`src/rtl/sram_ctl_pkg.sv`:
```
package sram_ctl_pkg;

    typedef enum logic [2:0] {
        PH_IDLE,
        PH_OEOFF,
        PH_SETUP,
        PH_STROBE,
        PH_RELEASE
    } phase_e;

    typedef struct packed {
        logic ce_n;
        logic oe_n;
        logic we_n;
        logic dq_oe;
    } strobe_t;

    localparam strobe_t STB_QUIET = '{ce_n: 1'b1, oe_n: 1'b1, we_n: 1'b1, dq_oe: 1'b0};
    localparam strobe_t STB_DRIVE = '{ce_n: 1'b0, oe_n: 1'b1, we_n: 1'b1, dq_oe: 1'b1};
    localparam strobe_t STB_WRITE = '{ce_n: 1'b0, oe_n: 1'b1, we_n: 1'b0, dq_oe: 1'b1};
    localparam strobe_t STB_READ  = '{ce_n: 1'b0, oe_n: 1'b0, we_n: 1'b1, dq_oe: 1'b0};

endpackage

```
`src/rtl/sram_ctl_seq.sv`:
```
module sram_ctl_seq
    import sram_ctl_pkg::*;
(
    input  logic    clk,
    input  logic    rst_n,
    input  logic    req_valid,
    input  logic    req_write,
    output logic    busy,
    output logic    acc_rd,
    output logic    acc_wr,
    output strobe_t stb,
    output logic    rd_issue
);

    typedef struct packed {
        phase_e  ph;
        strobe_t stb;
        logic    rd;
    } seq_s;

    seq_s seq_d, seq_q;
    logic accept;

    always_comb begin
        busy   = (seq_q.ph == PH_OEOFF) || (seq_q.ph == PH_SETUP) || (seq_q.ph == PH_STROBE);
        accept = req_valid && !busy;
        acc_wr = accept && req_write;
        acc_rd = accept && !req_write;

        seq_d     = seq_q;
        seq_d.ph  = PH_IDLE;
        seq_d.stb = STB_QUIET;
        seq_d.rd  = 1'b0;

        unique case (seq_q.ph)
            PH_OEOFF: begin
                seq_d.ph  = PH_SETUP;
                seq_d.stb = STB_DRIVE;
            end
            PH_SETUP: begin
                seq_d.ph  = PH_STROBE;
                seq_d.stb = STB_WRITE;
            end
            PH_STROBE: begin
                seq_d.ph  = PH_RELEASE;
                seq_d.stb = STB_DRIVE;
            end
            default: begin
                if (acc_wr) begin
                    if (seq_q.ph == PH_RELEASE) begin
                        seq_d.ph  = PH_SETUP;
                        seq_d.stb = STB_DRIVE;
                    end else begin
                        seq_d.ph  = PH_OEOFF;
                        seq_d.stb = STB_QUIET;
                    end
                end else if (acc_rd) begin
                    seq_d.ph  = PH_IDLE;
                    seq_d.stb = STB_READ;
                    seq_d.rd  = 1'b1;
                end
            end
        endcase
    end

    always_ff @(posedge clk) begin
        if (!rst_n) begin
            seq_q <= '{ph: PH_IDLE, stb: STB_QUIET, rd: 1'b0};
        end else begin
            seq_q <= seq_d;
        end
    end

    assign stb      = seq_q.stb;
    assign rd_issue = seq_q.rd;


    strobe_excl_chk: assert property (@(posedge clk) disable iff (!rst_n)
        !(!stb.oe_n && !stb.we_n));


    drive_quiet_chk: assert property (@(posedge clk) disable iff (!rst_n)
        stb.dq_oe |-> stb.oe_n);


    busy_ignore_chk: assert property (@(posedge clk) disable iff (!rst_n)
        (busy && req_valid) |=> !rd_issue);


    chain_chk: assert property (@(posedge clk) disable iff (!rst_n)
        (seq_q.ph == PH_RELEASE && acc_wr) |=> (stb.dq_oe && stb.we_n && !stb.ce_n));

endmodule

```
`src/rtl/sram_ctl_addr.sv`:
```
module sram_ctl_addr #(
    parameter int ADDR_W    = 18,
    parameter int DATA_W    = 16,
    parameter int ADDR_STEP = 4
) (
    input  logic              clk,
    input  logic              rst_n,
    input  logic              acc_rd,
    input  logic              acc_wr,
    input  logic              req_incr,
    input  logic [ADDR_W-1:0] req_addr,
    input  logic [DATA_W-1:0] req_wdata,
    output logic [ADDR_W-1:0] addr_o,
    output logic [DATA_W-1:0] wdata_o
);

    localparam logic [ADDR_W-1:0] STEP = ADDR_W'(ADDR_STEP);

    typedef struct packed {
        logic [ADDR_W-1:0] addr;
        logic [DATA_W-1:0] wdata;
    } hold_s;

    hold_s hold_d, hold_q;

    always_comb begin
        hold_d = hold_q;
        if (acc_wr) begin
            hold_d.addr  = req_addr;
            hold_d.wdata = req_wdata;
        end else if (acc_rd) begin
            hold_d.addr = req_incr ? (hold_q.addr + STEP) : req_addr;
        end
    end

    always_ff @(posedge clk) begin
        if (!rst_n) begin
            hold_q <= '0;
        end else begin
            hold_q <= hold_d;
        end
    end

    assign addr_o  = hold_q.addr;
    assign wdata_o = hold_q.wdata;


    incr_step_chk: assert property (@(posedge clk) disable iff (!rst_n)
        (acc_rd && req_incr) |=> (addr_o == $past(addr_o) + STEP));

endmodule

```
`src/rtl/sram_ctl_rdcap.sv`:
```
module sram_ctl_rdcap #(
    parameter int DATA_W = 16
) (
    input  logic              clk,
    input  logic              rst_n,
    input  logic              rd_issue,
    input  logic [DATA_W-1:0] dq_i,
    output logic              rd_valid,
    output logic [DATA_W-1:0] rd_data
);

    typedef struct packed {
        logic              valid;
        logic [DATA_W-1:0] data;
    } cap_s;

    cap_s cap_d, cap_q;

    always_comb begin
        cap_d       = cap_q;
        cap_d.valid = rd_issue;
        if (rd_issue) begin
            cap_d.data = dq_i;
        end
    end

    always_ff @(posedge clk) begin
        if (!rst_n) begin
            cap_q <= '0;
        end else begin
            cap_q <= cap_d;
        end
    end

    assign rd_valid = cap_q.valid;
    assign rd_data  = cap_q.data;


    hold_when_idle_chk: assert property (@(posedge clk) disable iff (!rst_n)
        !rd_issue |=> $stable(rd_data));

endmodule

```
`src/rtl/sram_ctl.sv`:
```
module sram_ctl
    import sram_ctl_pkg::*;
#(
    parameter int ADDR_W    = 18,
    parameter int DATA_W    = 16,
    parameter int ADDR_STEP = 4
) (
    input  logic              clk,
    input  logic              rst_n,
    input  logic              req_valid,
    input  logic              req_write,
    input  logic              req_incr,
    input  logic [ADDR_W-1:0] req_addr,
    input  logic [DATA_W-1:0] req_wdata,
    output logic              busy,
    output logic              rd_valid,
    output logic [DATA_W-1:0] rd_data,
    output logic [ADDR_W-1:0] sram_addr,
    output logic [DATA_W-1:0] sram_dq_o,
    output logic              sram_dq_oe,
    input  logic [DATA_W-1:0] sram_dq_i,
    output logic              sram_ce_n,
    output logic              sram_oe_n,
    output logic              sram_we_n
);

    logic    acc_rd;
    logic    acc_wr;
    logic    rd_issue;
    strobe_t stb;

    sram_ctl_seq u_seq (
        .clk      (clk),
        .rst_n    (rst_n),
        .req_valid(req_valid),
        .req_write(req_write),
        .busy     (busy),
        .acc_rd   (acc_rd),
        .acc_wr   (acc_wr),
        .stb      (stb),
        .rd_issue (rd_issue)
    );

    sram_ctl_addr #(
        .ADDR_W   (ADDR_W),
        .DATA_W   (DATA_W),
        .ADDR_STEP(ADDR_STEP)
    ) u_addr (
        .clk      (clk),
        .rst_n    (rst_n),
        .acc_rd   (acc_rd),
        .acc_wr   (acc_wr),
        .req_incr (req_incr),
        .req_addr (req_addr),
        .req_wdata(req_wdata),
        .addr_o   (sram_addr),
        .wdata_o  (sram_dq_o)
    );

    sram_ctl_rdcap #(
        .DATA_W(DATA_W)
    ) u_rdcap (
        .clk     (clk),
        .rst_n   (rst_n),
        .rd_issue(rd_issue),
        .dq_i    (sram_dq_i),
        .rd_valid(rd_valid),
        .rd_data (rd_data)
    );

    assign sram_ce_n  = stb.ce_n;
    assign sram_oe_n  = stb.oe_n;
    assign sram_we_n  = stb.we_n;
    assign sram_dq_oe = stb.dq_oe;


    write_setup_chk: assert property (@(posedge clk) disable iff (!rst_n)
        $fell(sram_we_n) |-> ($past(sram_dq_oe) && $stable(sram_addr) && $stable(sram_dq_o)));


    write_hold_chk: assert property (@(posedge clk) disable iff (!rst_n)
        $rose(sram_we_n) |-> (sram_dq_oe && $stable(sram_addr) && $stable(sram_dq_o)));


    rd_pulse_chk: assert property (@(posedge clk) disable iff (!rst_n)
        rd_valid |-> $past(!sram_oe_n));


    ce_cover_chk: assert property (@(posedge clk) disable iff (!rst_n)
        (!sram_we_n || !sram_oe_n) |-> !sram_ce_n);

endmodule

```
`config.mk`:
```
export PLATFORM = sky130hd
export DESIGN_NAME = sram_ctl
export DESIGN_NICKNAME = d
export VERILOG_FILES = /design/src/rtl/sram_ctl_pkg.sv /design/src/rtl/sram_ctl_seq.sv /design/src/rtl/sram_ctl_addr.sv /design/src/rtl/sram_ctl_rdcap.sv /design/src/rtl/sram_ctl.sv
export SDC_FILE = /design/constraint.sdc
export NUM_CORES = 1
export LEC_CHECK = 0
export BUFFER_PORTS_ARGS = -buffer_cell sky130_fd_sc_hd__buf_2
export CAP_MARGIN = 10
export CORE_ASPECT_RATIO = 0.75
export CORE_UTILIZATION = 30
export DETAILED_ROUTE_END_ITERATION = 8
export GPL_TIMING_DRIVEN = 0
export PLACE_DENSITY = 0.66
export SLEW_MARGIN = 10
export SYNTH_ARGS = -nofsm -noshare
export SYNTH_HDL_FRONTEND = slang
export SYNTH_HIERARCHICAL = 1
export SYNTH_SLANG_ARGS = --single-unit
```
`constraint.sdc`:
```
create_clock -name clk -period 2.7 [get_ports clk]
set_input_delay 0.135 -clock clk [delete_from_list [all_inputs] [get_ports clk]]
set_output_delay 0.135 -clock clk [all_outputs]
set_load 0.1 [all_outputs]
```
==> reports/metrics.cfg <==
[clock_tree]
cts_buffer_depth=2
numClockSinks=59
cts_buffers=9
clock-root-buffer=clkbuf_16
cts_setup_buffers=0
cts_resized=0
clkTransAtPathRegs_ns=0.05
cts_hold_buf=0
cts_tree=yes
clock_latency_ns=0.33
cts_max_level=3

[synthesis]
yosys-top-cells-area=dfxtp_1 45%, mux2i_1 13%, nor2b_1 4.8%
synth_seq_cells=59
yosysSeqAreaShare_pct=45.2
yosysWarningCount=6
ys_async_sr_fraction_pct=0
yosysTopAreaCell=dfxtp_1
synth-main-ff-cell=dfxtp_1
synth-edff-count=0
syn_area_per_cell_um2=9.36
syn_area_um2=2610
synthCells=279
syn_nets=335
synth_top_area_share_pct=45.2
synth_cell_types=51

[cells_and_area]
num-nets-final=456
antennaDiodeCount=0
design_area_um2=3580
layout_commonest_cell=buf_2
final_cell_mix=114 x buf_2, 59 x dfxtp_1, 33 x mux2i_1, 24 x nor2_1, 20 x nor2b_1
instances_no_fill=512
n_fill_cell=870
syn_to_final_growth_pct=37.1
drive_gt1_share_pct=35.9

[place]
place.gp.congestion=0.778
dpl_cell_area_um2=3300
place_inst=497
dp_hpwl_um=5010
port_buffers=110

[die]
dieArea_um2=9090
pin_count=111
die_w_um=110
placementRows=29
start_util_pct=30.9
fp.dieH_um=82.8
core_area_um2=8450

[grt]
grt_pass1_vias=2296
grt_usage_pct=15.8
grt_overflow=0
grt_max_degree=18
grt_pass1_wl_um=10600
antenna_found_initial=0

[routing]
vias=2508
ant_nets=0
routed_wl_um=6870
dr.pass1.iters=4
drtIter0Drc=119
drc=0
vias_per_cell=4.90
wire_per_inst_um=13.4

[sta]
relSlewSlack_pct=52.1
clock_skew_ns=0.00549
fin_crit_sh_pct=87.9
rsz0062_at_grt=no
hold_viol_final=0
worstMarginPinSlew_ns=0.716
slew_viol_final=0
fmax_mhz=422
finalSetupTns_ns=0
fin_crit_ns=2.37
setup_violations=0

[critical_path]
critPathLaunchType=flop
slowest_delay_ns=0.60
crit_type=reg2reg
crit_path_frequent_cell=nor2_1
crit_fanout=10
path_cells=o21ba_2 > nor2_1 > nor2b_1 > clkbuf_1 > nor2_1 > a21oi_1 > a211oi_1
slowest_stage=nor2_1
cp.required_ns=2.94
cp.arrival_ns=2.61
endpoint_kind=flop

[power_and_ir_drop]
switching_power_mw=0.916
ir_drop_mv=0.463
sw_frac_of_total_pct=34.1
p_per_area_nw_per_um2=751
clkPwrFrac_pct=40.2
internal-power_mw=1.77
power.leakage_nw=1.57
pwr-share-comb_pct=23.9
pwr-share-seq_pct=35.9

[worst_hold_path]
hp-class=in2reg

[job]
maxCapViolCount=0

[status]
status=finished clean

## cells by family after synthesis
kind of cell / count (synthesis) / share of synthesized area, %
AO/OA/AOI/OAI: 52 / 13.1
XOR/XNOR: 1 / 0.335
adder cells (fa/ha/maj): 1 / 0.479
buffers and inverters: 25 / 5.27
flip-flops: 59 / 45.2
multiplexers: 33 / 12.6
AND/OR/NAND/NOR: 108 / 22.9
## through the flow
stage / total power, mW / util [%] / hold WS [ns] / worst slack [ns]
3_3_place_gp: 1.62 / 39.0 / 0.367 / 0.390
5_1_grt: 2.80 / 42.3 / 0.0353 / 0.0233
6_report: 2.69 / 42.3 / 0.0455 / 0.328
3_5_place_dp: 1.63 / 39.0 / 0.377 / 0.331
4_1_cts: 2.73 / 42.3 / 0.0305 / 0.314
2_1_floorplan: 1.49 / - / 0.197 / 0.388
## routing by layer
layer	global-route usage [%]	share of wire [%]	vias up
met5	0	0	-
met4	7.47	1.6	0
met3	6.25	8.9	12
met2	26.7	45	108
met1	17.6	45	1147
li1	-	-	1241
## power groups by stage
stage	clock (mW)	sequential, mW	combinational, mW
after global routing	1.15	0.973	0.678
final	1.08	0.965	0.642
after floorplan	0	1.28	0.212
after CTS	1.12	0.965	0.646
after detailed placement	0	0.983	0.644
after global placement	0	0.979	0.639
## final cells by class
cell class | count | area (µm²) | share of cell area (%)
Sequential cell | 59 | 1180 | 33.0
Clock buffer | 9 | 225 | 6.29
Tap cell | 108 | 135 | 3.77
Clock inverter | 6 | 57.6 | 1.61
Inverter | 6 | 22.5 | 0.629
Buffer | 19 | 115 | 3.22
Timing Repair Buffer | 110 | 551 | 15.4
Multi-Input combinational cell | 195 | 1290 | 36.1
## Yosys cell counts, types with 2 or more instances
library cell,number
a22oi_1,3
nand2b_1,2
nand4_1,4
nand3_1,11
inv_1,6
mux2i_1,33
a211oi_1,5
and3_1,3
or4_1,2
o21ai_0,10
o311ai_0,2
a31oi_1,3
nor2b_1,20
dfxtp_1,59
nand2_1,15
and2_1,4
a21oi_1,14
nor4_1,5
o22ai_1,2
a32oi_1,2
o221ai_1,2
nor2_1,24
clkbuf_1,9
buf_4,4
buf_2,4
nor3_1,6
## state kept, by name (all words and copies together) (netlist names)
register          cells
u_addr/addr_o        18
u_addr/wdata_o       16
u_rdcap/rd_data      16
u_seq/stb             4
u_seq/seq_q           3
u_rdcap/rd_valid      1
u_seq/rd_issue        1
## final timing paths
check | start | to | slack [ns] | cells after the start
worst max register to register | u_seq/seq_q[7] | u_addr/addr_o[14] | 0.33 | 7
worst min register to register | u_addr/addr_o[1] | u_addr/addr_o[1] | 0.46 | 2
worst max-delay path | u_seq/seq_q[7] | u_addr/addr_o[14] | 0.33 | 7
worst min-delay path | req_wdata[15] | u_addr/wdata_o[15] | 0.05 | 3
## critical path: cells and delay by family, from the launching register on
family,cells,cell delay (ns)
flops,1,0.41
compound gates,3,0.61
buf+inv,1,0.21
simple gates,3,1.07
(Power assumes the default switching activity.)
